`src/rtl/cp0_pkg.sv`:
```
// Package: shared constants and write-select encoding for the coprocessor-0
// exception unit. Assumes a 32-bit address space.
package cp0_pkg;
    localparam int XLEN      = 32;
    localparam int CODE_W    = 5;
    localparam int BD_W      = 2;
    localparam int SEL_W     = 3;
    localparam int SR_BOOT_B = 22;   // boot-vector select bit
    localparam int SR_IMSK_B = 10;   // status enable bit for the summary interrupt
    localparam int CA_SUM_B  = 10;   // cause summary interrupt bit
    localparam int PAD_W     = XLEN - BD_W - 11;  // zero run in cause 29:11

    localparam logic [XLEN-1:0] RESET_PC = 32'hBFC0_0000;
    localparam logic [XLEN-1:0] RESET_SR = 32'h1060_0000;
    localparam logic [XLEN-1:0] PRID_VAL = 32'h0000_0002;
    localparam logic [XLEN-1:0] VEC_BOOT = 32'hBFC0_0180;
    localparam logic [XLEN-1:0] VEC_RAM  = 32'h8000_0080;
    localparam logic [XLEN-1:0] SLOT_SZ  = 32'd4;

    typedef enum logic [SEL_W-1:0] {
        CW_NONE   = 3'd0,
        CW_STATUS = 3'd1,
        CW_IACK   = 3'd2,
        CW_IMASK  = 3'd3,
        CW_SOFT   = 3'd4
    } cw_sel_e;
endpackage

```
`src/rtl/cp0_irq_regs.sv`:
```
// Module: interrupt status and mask pair. Hardware lines set status bits,
// an acknowledge write clears bits whose data bit is 0 (set wins), the mask
// is a plain register. Produces the OR-reduced pending summary.
module cp0_irq_regs #(
    parameter int IRQ_W = 32
) (
    input  logic             clk,
    input  logic             rst_n,
    input  logic [IRQ_W-1:0] hw_irq,
    input  logic             ack_we,
    input  logic             mask_we,
    input  logic [IRQ_W-1:0] wdata,
    output logic [IRQ_W-1:0] istat_o,
    output logic [IRQ_W-1:0] imask_o,
    output logic             pend_o
);
    logic [IRQ_W-1:0] keep;

    // Acknowledge keeps only bits written as 1.
    always_comb keep = ack_we ? wdata : '1;

    // Status bits: clear on acknowledge, then OR in hardware lines.
    always_ff @(posedge clk) begin
        if (!rst_n) istat_o <= '0;
        else        istat_o <= (istat_o & keep) | hw_irq;
    end

    // Mask register: plain load.
    always_ff @(posedge clk) begin
        if (!rst_n)       imask_o <= '0;
        else if (mask_we) imask_o <= wdata;
    end

    // Pending summary from the held registers.
    always_comb pend_o = |(istat_o & imask_o);
endmodule

```
`src/rtl/cp0_status_reg.sv`:
```
// Module: status register with the 3-deep mode/interrupt-enable stack.
// Exception pushes (shift left by two), return pops (shift right by two
// into bits 3:0). Priority: exception, return, software write.
module cp0_status_reg
    import cp0_pkg::*;
(
    input  logic            clk,
    input  logic            rst_n,
    input  logic            take,
    input  logic            rfe,
    input  logic            sr_we,
    input  logic [XLEN-1:0] sr_wdata,
    output logic [XLEN-1:0] sr_o
);
    // Status update with push/pop of the low six bits.
    always_ff @(posedge clk) begin
        if (!rst_n)     sr_o <= RESET_SR;
        else if (take)  sr_o <= {sr_o[XLEN-1:6], sr_o[3:0], 2'b00};
        else if (rfe)   sr_o <= {sr_o[XLEN-1:4], sr_o[5:2]};
        else if (sr_we) sr_o <= sr_wdata;
    end
endmodule

```
`src/rtl/cp0_trap_regs.sv`:
```
// Module: cause, return address, redirect address and strobe. Assumes the
// caller has already resolved which code is taken this cycle.
module cp0_trap_regs
    import cp0_pkg::*;
(
    input  logic              clk,
    input  logic              rst_n,
    input  logic              take,
    input  logic [CODE_W-1:0] code,
    input  logic [BD_W-1:0]   bd,
    input  logic [XLEN-1:0]   cur_pc,
    input  logic              boot_vec,
    input  logic              pend,
    input  logic              soft_we,
    input  logic [1:0]        soft_wdata,
    output logic [XLEN-1:0]   cause_o,
    output logic [XLEN-1:0]   epc_o,
    output logic [XLEN-1:0]   redirect_o,
    output logic              strobe_o
);
    logic [XLEN-1:0] ret_addr;

    // Return address backs up one slot for delay-slot faults.
    always_comb ret_addr = (bd != '0) ? (cur_pc - SLOT_SZ) : cur_pc;

    // Cause: summary bit every cycle, full rebuild on exception.
    always_ff @(posedge clk) begin
        if (!rst_n) begin
            cause_o <= '0;
        end else if (take) begin
            cause_o <= {bd, {PAD_W{1'b0}}, pend, cause_o[9:8], 1'b0, code, 2'b00};
        end else begin
            cause_o[CA_SUM_B] <= pend;
            if (soft_we) cause_o[9:8] <= soft_wdata;
        end
    end

    // Return address, redirect target and one-cycle strobe.
    always_ff @(posedge clk) begin
        if (!rst_n) begin
            epc_o      <= '0;
            redirect_o <= RESET_PC;
            strobe_o   <= 1'b0;
        end else begin
            strobe_o <= take;
            if (take) begin
                epc_o      <= ret_addr;
                redirect_o <= boot_vec ? VEC_BOOT : VEC_RAM;
            end
        end
    end
endmodule

```
`src/rtl/cp0_exc_unit.sv`:
```
// Module: top of the coprocessor-0 exception unit. Arbitrates a pipeline
// request against the internal interrupt condition (request wins) and
// decodes the software write port. Assumes one request per cycle at most.
module cp0_exc_unit
    import cp0_pkg::*;
#(
    parameter int IRQ_W = 32
) (
    input  logic              clk,
    input  logic              rst_n,
    input  logic              exc_req,
    input  logic [CODE_W-1:0] exc_code,
    input  logic [BD_W-1:0]   exc_bd,
    input  logic [XLEN-1:0]   cur_pc,
    input  logic              rfe,
    input  logic [IRQ_W-1:0]  hw_irq,
    input  logic [SEL_W-1:0]  wr_sel,
    input  logic [XLEN-1:0]   wr_data,
    output logic              take_o,
    output logic [XLEN-1:0]   redirect_pc_o,
    output logic [XLEN-1:0]   sr_o,
    output logic [XLEN-1:0]   cause_o,
    output logic [XLEN-1:0]   epc_o,
    output logic [XLEN-1:0]   prid_o,
    output logic [IRQ_W-1:0]  istat_o,
    output logic [IRQ_W-1:0]  imask_o
);
    cw_sel_e           sel;
    logic              take_int, take;
    logic [CODE_W-1:0] code;
    logic              pend;

    // Write-port decode.
    always_comb sel = cw_sel_e'(wr_sel);

    // Interrupt condition and arbitration; request has priority.
    always_comb begin
        take_int = sr_o[0] & sr_o[SR_IMSK_B] & cause_o[CA_SUM_B];
        take     = exc_req | take_int;
        code     = exc_req ? exc_code : '0;
    end

    assign prid_o = PRID_VAL;

    cp0_irq_regs #(.IRQ_W(IRQ_W)) u_irq (
        .clk     (clk),
        .rst_n   (rst_n),
        .hw_irq  (hw_irq),
        .ack_we  (sel == CW_IACK),
        .mask_we (sel == CW_IMASK),
        .wdata   (wr_data[IRQ_W-1:0]),
        .istat_o (istat_o),
        .imask_o (imask_o),
        .pend_o  (pend)
    );

    cp0_status_reg u_sr (
        .clk      (clk),
        .rst_n    (rst_n),
        .take     (take),
        .rfe      (rfe),
        .sr_we    (sel == CW_STATUS),
        .sr_wdata (wr_data),
        .sr_o     (sr_o)
    );

    cp0_trap_regs u_trap (
        .clk        (clk),
        .rst_n      (rst_n),
        .take       (take),
        .code       (code),
        .bd         (exc_bd),
        .cur_pc     (cur_pc),
        .boot_vec   (sr_o[SR_BOOT_B]),
        .pend       (pend),
        .soft_we    (sel == CW_SOFT),
        .soft_wdata (wr_data[9:8]),
        .cause_o    (cause_o),
        .epc_o      (epc_o),
        .redirect_o (redirect_pc_o),
        .strobe_o   (take_o)
    );
endmodule

```
`config.mk`:
```
export PLATFORM = sky130hd
export DESIGN_NAME = cp0_exc_unit
export DESIGN_NICKNAME = d
export VERILOG_FILES = /design/src/rtl/cp0_pkg.sv /design/src/rtl/cp0_irq_regs.sv /design/src/rtl/cp0_status_reg.sv /design/src/rtl/cp0_trap_regs.sv /design/src/rtl/cp0_exc_unit.sv
export SDC_FILE = /design/constraint.sdc
export NUM_CORES = 1
export LEC_CHECK = 0
export ABC_AREA = 0
export BUFFER_PORTS_ARGS = -buffer_cell sky130_fd_sc_hd__buf_4
export CAP_MARGIN = 25
export CORE_MARGIN = 3
export CORE_UTILIZATION = 41
export DETAILED_ROUTE_END_ITERATION = 8
export HOLD_SLACK_MARGIN = 0.12
export MAX_ROUTING_LAYER = met4
export PLACE_DENSITY = 0.81
export SETUP_SLACK_MARGIN = 0.4
export SYNTH_ARGS = -nofsm -noshare
export SYNTH_HDL_FRONTEND = slang
export SYNTH_SLANG_ARGS = --single-unit
```
`constraint.sdc`:
```
create_clock -name clk -period 1.6 [get_ports clk]
set_input_delay 0.16 -clock clk [delete_from_list [all_inputs] [get_ports clk]]
set_output_delay 0.16 -clock clk [all_outputs]
set_load 0.01 [all_outputs]
```
==> results of run 1 <==
layer usage:
metal | share of wire, % | wire [um] | vias to the layer above | global-route usage (%)
met5 | 0 | 0 | - | -
met1 | 37 | 10300 | 3615 | 33.0
met4 | 4.9 | 1350 | 0 | 15.3
li1 | - | - | 3445 | -
met2 | 49 | 13600 | 491 | 49.0
met3 | 8.8 | 2430 | 117 | 6.76
critical path: cells and delay by family, from the launching register on:
kind                   cells  cell delay (ns)
AND/OR/NAND/NOR            3             0.76
flip-flops                 1             0.39
buffers and inverters      1             0.15
AO/OA/AOI/OAI              1             0.12
registers in the layout, indices dropped and copies added (netlist names):
register / count
u_sr.sr_o: 32
u_trap.epc_o: 32
u_trap.redirect_o: 3
u_irq.istat_o: 32
u_irq.imask_o: 32
u_trap.strobe_o: 1
u_trap.cause_o: 10
through the flow:
stage,area (um2),cells,power [mW],hold WS (ns)
floorplan,7120,881,4.65,0.284
global placement,8840,1274,5.28,0.394
detailed placement,8840,1274,5.30,0.402
CTS,10900,1421,9.67,0.114
global route,11200,1433,10.1,0.145
finish,11200,1433,9.79,0.127
worst paths after layout:
path / startpoint / endpoint
setup / recovery: u_sr.sr_o[0] / u_trap.epc_o[26]
hold / removal: cur_pc[16] / u_trap.epc_o[16]
setup reg to reg: u_sr.sr_o[0] / u_trap.epc_o[26]
hold reg to reg: u_trap.redirect_o[8] / u_trap.redirect_o[8]
cell type report:
type                            count  area (um2)
Clock buffer                       19         453
Timing Repair Buffer              434        3820
Fill cell                        1054        4190
Tap cell                          211         264
Antenna cell                        1        2.50
Inverter                           37         164
Clock inverter                     13         154
Multi-Input combinational cell    576        3460
Sequential cell                   142        2860
report_power, final:
| group | switching (mW) | total, mW | internal (mW) |
|---|---|---|---|
| clock network | 1.67 | 4.08 | 2.41 |
| registers | 0.157 | 3.87 | 3.71 |
| logic | 0.911 | 1.83 | 0.924 |
logic make-up (layout without fill, tap and decap cells):
| kind of cell | count (synthesis) | count (layout) |
|---|---|---|
| other | 2 | 77 |
| buffers and inverters | 163 | 503 |
| AND/OR/NAND/NOR | 263 | 263 |
| adder cells (fa/ha/maj) | 1 | 1 |
| XOR/XNOR | 9 | 9 |
| flip-flops | 142 | 142 |
| AO/OA/AOI/OAI | 219 | 219 |
| multiplexers | 8 | 8 |
synth_stat cells (all sizes together), types with 3 or more instances:
| library cell | number | area [um2] |
|---|---|---|
| or3 | 13 | 81.3 |
| clkbuf | 38 | 173 |
| dfxtp | 142 | 2840 |
| a21o | 3 | 22.5 |
| xor2 | 4 | 35.0 |
| a22oi | 21 | 158 |
| nand4 | 11 | 68.8 |
| a21oi | 104 | 521 |
| nor3 | 6 | 30.0 |
| nand3 | 20 | 100 |
| a31oi | 8 | 50.1 |
| nor4 | 12 | 118 |
| o31ai | 3 | 22.5 |
| xnor2 | 5 | 43.8 |
| nand2 | 149 | 559 |
| mux2i | 7 | 70.1 |
| a211oi | 5 | 37.5 |
| nor2 | 25 | 93.8 |
| inv | 36 | 135 |
| or4 | 10 | 78.8 |
| o21ai | 54 | 270 |
| o211ai | 5 | 37.5 |
| and2 | 5 | 31.3 |
| buf | 88 | 653 |
repair_timing:
item	in CTS	in global routing
setup endpoints to repair	76	73
buffers inserted	17	6
gates resized for setup	60	45
hold buffers	93	0
pin swaps	22	19
gates cloned	5	5
hold endpoints to repair	117	0
==> results.sh, run 1 <==
export IMPL_final_cell_mix="buf_4 (308), nand2_1 (141), dfxtp_1 (134)"
export IMPL_slew_violations=0
export IMPL_cp_max_fo=5
export IMPL_critPathKind="reg -> reg"
export IMPL_drt_first_pass_iters=8
export IMPL_synth_fa_ha_area_share_pct=0.192
export IMPL_cpPeakStageDelay_ns=0.39
export IMPL_drc_errors=0
export IMPL_wire_per_inst_um=19.3
export IMPL_vdd_drop_max_uv=704
export IMPL_grt_pass1_vias=7541
export IMPL_fin_crit_ns=1.47
export IMPL_clockRootBuffer="clkbuf_16"
export IMPL_die_area_um2=17400
export IMPL_synth_seq_cells=142
export IMPL_reg2reg_depth=5
export IMPL_htreeDepth=4
export IMPL_die_w_um=132
export IMPL_ant_nets=0
export IMPL_place_ws_ns=-0.130
export IMPL_drive_gt1_share_pct=38.4
export IMPL_place_congestion=0.928
export IMPL_synth_compound_area_share_pct=19.3
export IMPL_rsz0062_at_grt="true"
export IMPL_setup_viol=0
export IMPL_drt_iter0_drc=769
export IMPL_p_leak_nw=4.93
export IMPL_async_flop_share_pct=0
export IMPL_p_per_area_nw_per_um2=875
export IMPL_worst_slack_ns=0.129
export IMPL_synth_area_um2=6510
export IMPL_synth_top_family_by_area="simple AND/OR/NAND/NOR gates"
export IMPL_pin_count=335
export IMPL_worstMarginPinSlew_ns=0.679
export IMPL_row_count=45
export IMPL_clock_sinks=142
export IMPL_hp_class="in -> reg"
export IMPL_avgSynthCellArea_um2=8.07
export IMPL_outcome="complete, no violations"
export IMPL_grt_overflow=0
export IMPL_fp_dieH_um=132
export IMPL_required_ns=1.97
export IMPL_cpMostUsedCell="or3_1"
export IMPL_cts_tree="built"
export IMPL_rrSetupSlack_ns=0.13
export IMPL_core_um2=15400
export IMPL_place_hpwl_mm=16.9
export IMPL_syn_instance_count=807
export IMPL_area_growth_syn_to_layout_pct=71.8
export IMPL_gr_usage_all_layers_pct=29.4
export IMPL_ys_warnings_count=0
export IMPL_hold_viol_final=0
export IMPL_fin_nets=1319
export IMPL_grt_pass1_wl_mm=40.1
export IMPL_crit_arrival_ns=1.84
export IMPL_clock_fmax_mhz=680
export IMPL_synth_ff_type="dfxtp_1"
export IMPL_maxSlewHeadroom_pct=54.7
export IMPL_slowest_stage="dfxtp_4"
export IMPL_synthDistinctLibCells=58
export IMPL_grt_antenna_before_repair=1
export IMPL_synth_mux_area_share_pct=1.25
export IMPL_startpoint_type="register"
export IMPL_synthXorXnorAreaFrac_pct=1.21
export IMPL_drv_cap=0
export IMPL_clk_insertion_delay_late_ns=0.43
export IMPL_hold_depth=4
export IMPL_cts_buffers=17
export IMPL_start_util_pct=42.4
export IMPL_grt_max_degree=64
export IMPL_cts_buffer_depth=2
export IMPL_fin_util_pct=72.8
export IMPL_final_common_cell="buf_4"
export IMPL_io_buffers=258
export IMPL_vias=7668
export IMPL_fin_skew_ns=0.00758
export IMPL_avgViaCountPerCell=5.35
export IMPL_cts_clk_slew_worst_paths_ns=0.07
export IMPL_synth_simple_area_share_pct=19.4
export IMPL_routed_wirelength_mm=27.7
export IMPL_synth_edff_count=0
export IMPL_setup_tns_ns=0
export IMPL_cp_cell_sequence="a31oi_4, buf_6, or3_1, or3_1, nand3_1"
export IMPL_synth_seq_area_share_pct=43.7
export IMPL_cp_end_kind="register"
export IMPL_finalCritPeriodShare_pct=91.9
No activity file was read; power rests on OpenSTA's default activity.
==> inputs of run 2 (changes only) <==
--- a/config.mk
+++ b/config.mk
@@ -8,12 +8,12 @@
 export ABC_AREA = 0
 export BUFFER_PORTS_ARGS = -buffer_cell sky130_fd_sc_hd__buf_4
 export CAP_MARGIN = 25
-export CORE_MARGIN = 3
-export CORE_UTILIZATION = 41
+export CORE_AREA = 2 2 130 132
 export DETAILED_ROUTE_END_ITERATION = 8
+export DIE_AREA = 0 0 132 134
 export HOLD_SLACK_MARGIN = 0.12
 export MAX_ROUTING_LAYER = met4
-export PLACE_DENSITY = 0.81
+export PLACE_DENSITY = 0.8
 export SETUP_SLACK_MARGIN = 0.4
 export SYNTH_ARGS = -nofsm -noshare
 export SYNTH_HDL_FRONTEND = slang
==> results.sh, run 2 (same netlist as run 1, synthesis figures left out) <==
export IMPL_hp_class="in -> reg"
export IMPL_clock_fmax_mhz=667
export IMPL_hold_depth=4
export IMPL_pin_count=335
export IMPL_register_area_um2=2880
export IMPL_die_area_um2=17700
export IMPL_reg2reg_depth=5
export IMPL_worst_slack_ns=0.102
export IMPL_place_ws_ns=-0.136
export IMPL_ant_nets=0
export IMPL_p_int_mw=6.79
export IMPL_fp_dieH_um=134
export IMPL_setup_tns_ns=0
export IMPL_grt_max_degree=76
export IMPL_finalCritPeriodShare_pct=93.6
export IMPL_final_common_cell="buf_4"
export IMPL_comb_power_share_pct=19.1
export IMPL_grt_antenna_before_repair=0
export IMPL_place_congestion=0.912
export IMPL_grt_pass1_wl_mm=38.0
export IMPL_row_count=47
export IMPL_dpl_cell_count=1288
export IMPL_drive_gt1_share_pct=40.1
export IMPL_wire_per_inst_um=18.3
export IMPL_cts_buffers=17
export IMPL_slew_violations=0
export IMPL_cts_buffer_depth=2
export IMPL_grt_pass1_vias=7170
export IMPL_clock_power_share_pct=39.6
export IMPL_setup_viol=0
export IMPL_diodes=0
export IMPL_drt_iter0_drc=668
export IMPL_stdcell_area_um2=11200
export IMPL_start_util_pct=40.0
export IMPL_seq_power_share_pct=41.3
export IMPL_required_ns=1.94
export IMPL_io_buffers=258
export IMPL_fin_crit_ns=1.50
export IMPL_cp_max_fo=13
export IMPL_multi_input_area_um2=3450
export IMPL_swShare_pct=27.9
export IMPL_fin_skew_ns=0.0127
export IMPL_avgViaCountPerCell=5.23
export IMPL_clockRootBuffer="clkbuf_16"
export IMPL_place_hpwl_mm=16.5
export IMPL_vdd_drop_max_uv=697
export IMPL_grt_overflow=0
export IMPL_area_growth_syn_to_layout_pct=71.7
export IMPL_fin_nets=1334
export IMPL_cp_end_kind="register"
export IMPL_top_layer="met4"
export IMPL_clk_insertion_delay_late_ns=0.41
export IMPL_die_w_um=132
export IMPL_crit_arrival_ns=1.83
export IMPL_core_um2=16300
export IMPL_p_leak_nw=4.95
export IMPL_final_cell_mix="buf_4 (322), nand2_1 (144), dfxtp_1 (122)"
export IMPL_maxSlewHeadroom_pct=67.2
export IMPL_wl_met2_mm=13.4
export IMPL_p_per_area_nw_per_um2=843
export IMPL_dr_wl_met3_mm=1.74
export IMPL_hold_viol_final=0
export IMPL_outcome="complete, no violations"
export IMPL_routed_wirelength_mm=26.6
export IMPL_cts_clk_slew_worst_paths_ns=0.07
export IMPL_vias=7621
export IMPL_holdWs_ns=0.144
export IMPL_htreeDepth=4
export IMPL_wl_met1_mm=10.3
export IMPL_startpoint_type="register"
export IMPL_clock_sinks=142
export IMPL_place_area_um2=8890
export IMPL_power_mw=9.42
export IMPL_fillCellCount=1177
export IMPL_drt_first_pass_iters=9
export IMPL_gr_usage_all_layers_pct=28.0
export IMPL_worstMarginPinSlew_ns=0.487
export IMPL_drc_errors=0
export IMPL_critPathKind="reg -> reg"
export IMPL_switchingPower_mw=2.63
export IMPL_cts_tree="built"
export IMPL_drv_cap=0
export IMPL_rsz0062_at_grt="true"
export IMPL_instances_no_fill=1456
export IMPL_fin_util_pct=68.6
[run 2: power groups by stage]
stage / Combinational, mW / Clock [mW] / Sequential, mW
after floorplan: 0.679 / 0 / 3.98
after global placement: 1.36 / 0 / 3.93
after detailed placement: 1.37 / 0 / 3.93
after CTS: 1.63 / 3.79 / 3.87
after global routing: 1.91 / 3.95 / 3.90
final: 1.80 / 3.73 / 3.89
[run 2: metal layers]
metal | global-route usage [%] | up-vias
met3 | 4.61 | 97
met4 | 15.0 | 0
met2 | 47.0 | 427
li1 | - | 3469
met1 | 32.3 | 3628
met5 | - | -
[run 2: path summary, 6_finish.rpt]
check	start	slack, ns	endpoint
worst min-delay path	cur_pc[23]	0.14	u_trap.epc_o[23]
worst max-delay path	u_sr.sr_o[10]	0.10	u_sr.sr_o[13]
worst min register to register	u_trap.cause_o[30]	0.45	u_trap.cause_o[30]
worst max register to register	u_sr.sr_o[10]	0.10	u_sr.sr_o[13]
[run 2: final cells by class]
class,count,share of cell area [%]
clock buffer,21,3.94
tap,220,2.46
timing repair buffer,449,34.5
sequential,142,25.7
inverter,37,1.47
clock inverter,11,0.974
multi-input combinational,576,30.9
[run 2: what timing repair did]
action	4_1_cts	5_1_grt
resized for setup	58	62
hold buffers	86	0
gates cloned	0	8
pin swaps	29	25
buffers inserted	24	18
setup endpoints to repair	83	80
endpoints found under the hold margin	113	0
[run 2: worst max-delay path: stages, from the launching register on]
cell and delay [ns]:
dfxtp_4 0.37, a31oi_4 0.39, and2_4 0.27, buf_12 0.15, nand2_1 0.07, a21oi_1 0.16
==> inputs of run 3 (changes only) <==
--- a/config.mk
+++ b/config.mk
@@ -8,13 +8,14 @@
 export ABC_AREA = 0
 export BUFFER_PORTS_ARGS = -buffer_cell sky130_fd_sc_hd__buf_4
 export CAP_MARGIN = 25
-export CORE_AREA = 2 2 130 132
+export CORE_UTILIZATION = 42
 export DETAILED_ROUTE_END_ITERATION = 8
-export DIE_AREA = 0 0 132 134
 export HOLD_SLACK_MARGIN = 0.12
 export MAX_ROUTING_LAYER = met4
-export PLACE_DENSITY = 0.8
+export PLACE_DENSITY = 0.82
 export SETUP_SLACK_MARGIN = 0.4
+export SKIP_CTS_REPAIR_TIMING = 1
 export SYNTH_ARGS = -nofsm -noshare
 export SYNTH_HDL_FRONTEND = slang
+export SYNTH_HIERARCHICAL = 1
 export SYNTH_SLANG_ARGS = --single-unit
==> results.sh, run 3 <==
export IMPL_cp_max_fo=3
export IMPL_start_util_pct=42.9
export IMPL_hp_class="in -> reg"
export IMPL_fin_nets=1240
export IMPL_swShare_pct=26.1
export IMPL_cp_cell_sequence="buf_6, or4_4, or4_4, nor3_4, xnor2_1, a21oi_1"
export IMPL_cp_end_kind="register"
export IMPL_synthDistinctLibCells=49
export IMPL_timing_critical_path_buf_inv=1
export IMPL_power_mw=9.89
export IMPL_seq_power_share_pct=39.1
export IMPL_setup_viol=0
export IMPL_async_flop_share_pct=0
export IMPL_diodes=0
export IMPL_syn_instance_count=748
export IMPL_grt_overflow=0
export IMPL_outcome="complete, no violations"
export IMPL_io_buffers=258
export IMPL_cts_clk_slew_worst_paths_ns=0.06
export IMPL_cpMostUsedCell="or4_4"
export IMPL_slowest_stage="or4_4"
export IMPL_hold_viol_final=0
export IMPL_drt_first_pass_iters=5
export IMPL_setup_tns_ns=0
export IMPL_critPathKind="in -> reg"
export IMPL_reg2reg_depth=6
export IMPL_comb_power_share_pct=17.5
export IMPL_area_growth_syn_to_layout_pct=62.8
export IMPL_pin_count=335
export IMPL_vdd_drop_max_uv=722
export IMPL_wire_per_inst_um=19.1
export IMPL_stdcell_area_um2=11100
export IMPL_grt_antenna_before_repair=0
export IMPL_avgSynthCellArea_um2=9.07
export IMPL_rsz0062_at_grt="true"
export IMPL_routed_wirelength_mm=25.9
export IMPL_slew_violations=0
export IMPL_switchingPower_mw=2.59
export IMPL_ys_warnings_count=6
export IMPL_die_w_um=129
export IMPL_fp_dieH_um=129
export IMPL_finalCritPeriodShare_pct=99.7
export IMPL_final_cell_mix="buf_4 (301), dfxtp_1 (127), dlygate4sd3_1 (84)"
export IMPL_holdCritStartpoint="rfe"
export IMPL_place_hpwl_mm=14.9
export IMPL_p_int_mw=7.31
export IMPL_grt_max_degree=77
export IMPL_synth_ff_type="dfxtp_1"
export IMPL_r2r_start="u_sr/sr_o[0]"
export IMPL_htreeDepth=4
export IMPL_drv_cap=0
export IMPL_cts_tree="built"
export IMPL_gr_usage_all_layers_pct=24.0
export IMPL_synth_area_leaders="dfxtp_1 (42%), buf_4 (9.2%), mux2i_1 (8.0%), nor2b_1 (7.6%), a21oi_1 (4.2%)"
export IMPL_drt_iter0_drc=512
export IMPL_crit_arrival_ns=1.93
export IMPL_clk_insertion_delay_late_ns=0.43
export IMPL_p_leak_nw=4.77
export IMPL_holdWs_ns=0.115
export IMPL_rrSetupSlack_ns=0.06
export IMPL_yosys_area_top_type="dfxtp_1"
export IMPL_synth_edff_count=0
export IMPL_clock_sinks=142
export IMPL_cpLargestDelayFamily="simple AND/OR/NAND/NOR gates"
export IMPL_avgViaCountPerCell=5.26
export IMPL_cts_buffers=17
export IMPL_grt_pass1_vias=5639
export IMPL_drc_errors=0
export IMPL_cpPeakStageDelay_ns=0.59
export IMPL_timing_rr_end="u_sr/sr_o[23]"
export IMPL_yosys_area_top_type_share_pct=41.9
export IMPL_row_count=46
export IMPL_final_common_cell="buf_4"
export IMPL_synth_seq_area_share_pct=41.9
export IMPL_ant_nets=0
export IMPL_fin_util_pct=69.8
export IMPL_fin_crit_ns=1.60
export IMPL_clockRootBuffer="clkbuf_16"
export IMPL_worstMarginPinSlew_ns=0.596
export IMPL_startpoint_type="input pin"
export IMPL_drive_gt1_share_pct=39.4
export IMPL_worstSetupStartpoint="cur_pc[10]"
export IMPL_vias=7141
export IMPL_grt_pass1_wl_mm=29.5
export IMPL_place_area_um2=9050
export IMPL_clock_power_share_pct=43.4
export IMPL_p_per_area_nw_per_um2=895
export IMPL_clock_fmax_mhz=627
export IMPL_fin_skew_ns=0.00849
export IMPL_yosysMostFrequentCell="dfxtp_1"
export IMPL_crit_path_end="u_trap/epc_o[18]"
export IMPL_synth_seq_cells=142
export IMPL_cp_depth=6
export IMPL_netlist_top_cells_count="dfxtp_1 (142), buf_4 (83), nor2b_1 (82), a21oi_1 (57), mux2i_1 (54)"
export IMPL_die_area_um2=16700
export IMPL_cts_buffer_depth=2
export IMPL_maxSlewHeadroom_pct=59.9
export IMPL_synth_area_um2=6790
export IMPL_core_um2=15800
export IMPL_place_congestion=0.868
export IMPL_required_ns=1.93
[run 3: changes by cell type after synthesis, sizes merged, moves of 10 or more]
| cell | before | now |
|---|---|---|
| mux2i | 7 | 54 |
| nor2 | 25 | 11 |
| nand2 | 149 | 40 |
| nor2b | 0 | 82 |
| a21oi | 104 | 57 |
| inv | 36 | 4 |
| nand2b | 2 | 36 |
| or3 | 13 | 3 |
| xor2 | 4 | 19 |
[run 3: worst min-delay path by stage]
| stage | endpoint | depth (start not counted) |
|---|---|---|
| 2_1_floorplan | u_sr/sr_o[21] | 2 |
| 3_3_place_gp | u_irq/istat_o[11] | 3 |
| 3_5_place_dp | u_irq/istat_o[23] | 3 |
| 4_1_cts | u_irq/istat_o[13] | 3 |
| 5_1_grt | u_trap/epc_o[11] | 4 |
| 6_report | u_sr/sr_o[0] | 3 |
[run 3: stage by stage]
| stage | worst slack, ns | std cells |
|---|---|---|
| after floorplan | -0.305 | 820 |
| after global placement | -0.380 | 1217 |
| after detailed placement | -0.382 | 1217 |
| after CTS | 0.0267 | 1249 |
| after global routing | -0.0356 | 1358 |
| final | 0.00410 | 1358 |
[run 3: routing by layer]
metal | vias to the layer above | GRT usage [%] | wire (um)
met3 | 105 | 5.74 | 2150
met4 | 0 | 7.68 | 1080
met5 | - | - | 0
met2 | 478 | 41.7 | 13200
met1 | 3388 | 27.0 | 9460
li1 | 3170 | - | -
[run 3: layout make-up]
class,count,area (um2)
clock buffer,19,453
tap,216,270
inverter,4,18.8
fill,1053,4780
timing repair buffer,414,3570
sequential,142,2860
clock inverter,13,186
multi-input combinational,550,3690
[run 3: kinds of logic after synthesis]
kind of cell               Yosys count  share of synthesized area [%]
and+or+nand+nor                    253                           22.3
DFF                                142                           41.9
AOI/OAI and AO/OA                  138                           11.6
buffers and inverters              128                           12.3
muxes                               54                           7.96
xor gates and xnor gates            28                           3.61
other                                4                          0.221
adders and majority gates            1                          0.184
[run 3: power groups by stage]
stage | registers (mW) | logic, mW | clock network [mW]
after floorplan | 3.97 | 0.711 | 0
after global placement | 3.92 | 1.34 | 0
after detailed placement | 3.92 | 1.36 | 0
after CTS | 3.85 | 1.37 | 4.34
after global routing | 3.88 | 1.83 | 4.49
final | 3.87 | 1.73 | 4.29
[run 3: worst min-delay path: stages]
cell and delay, ns:
buf_4 0.13, o21ai_0 0.08, nor2b_1 0.12
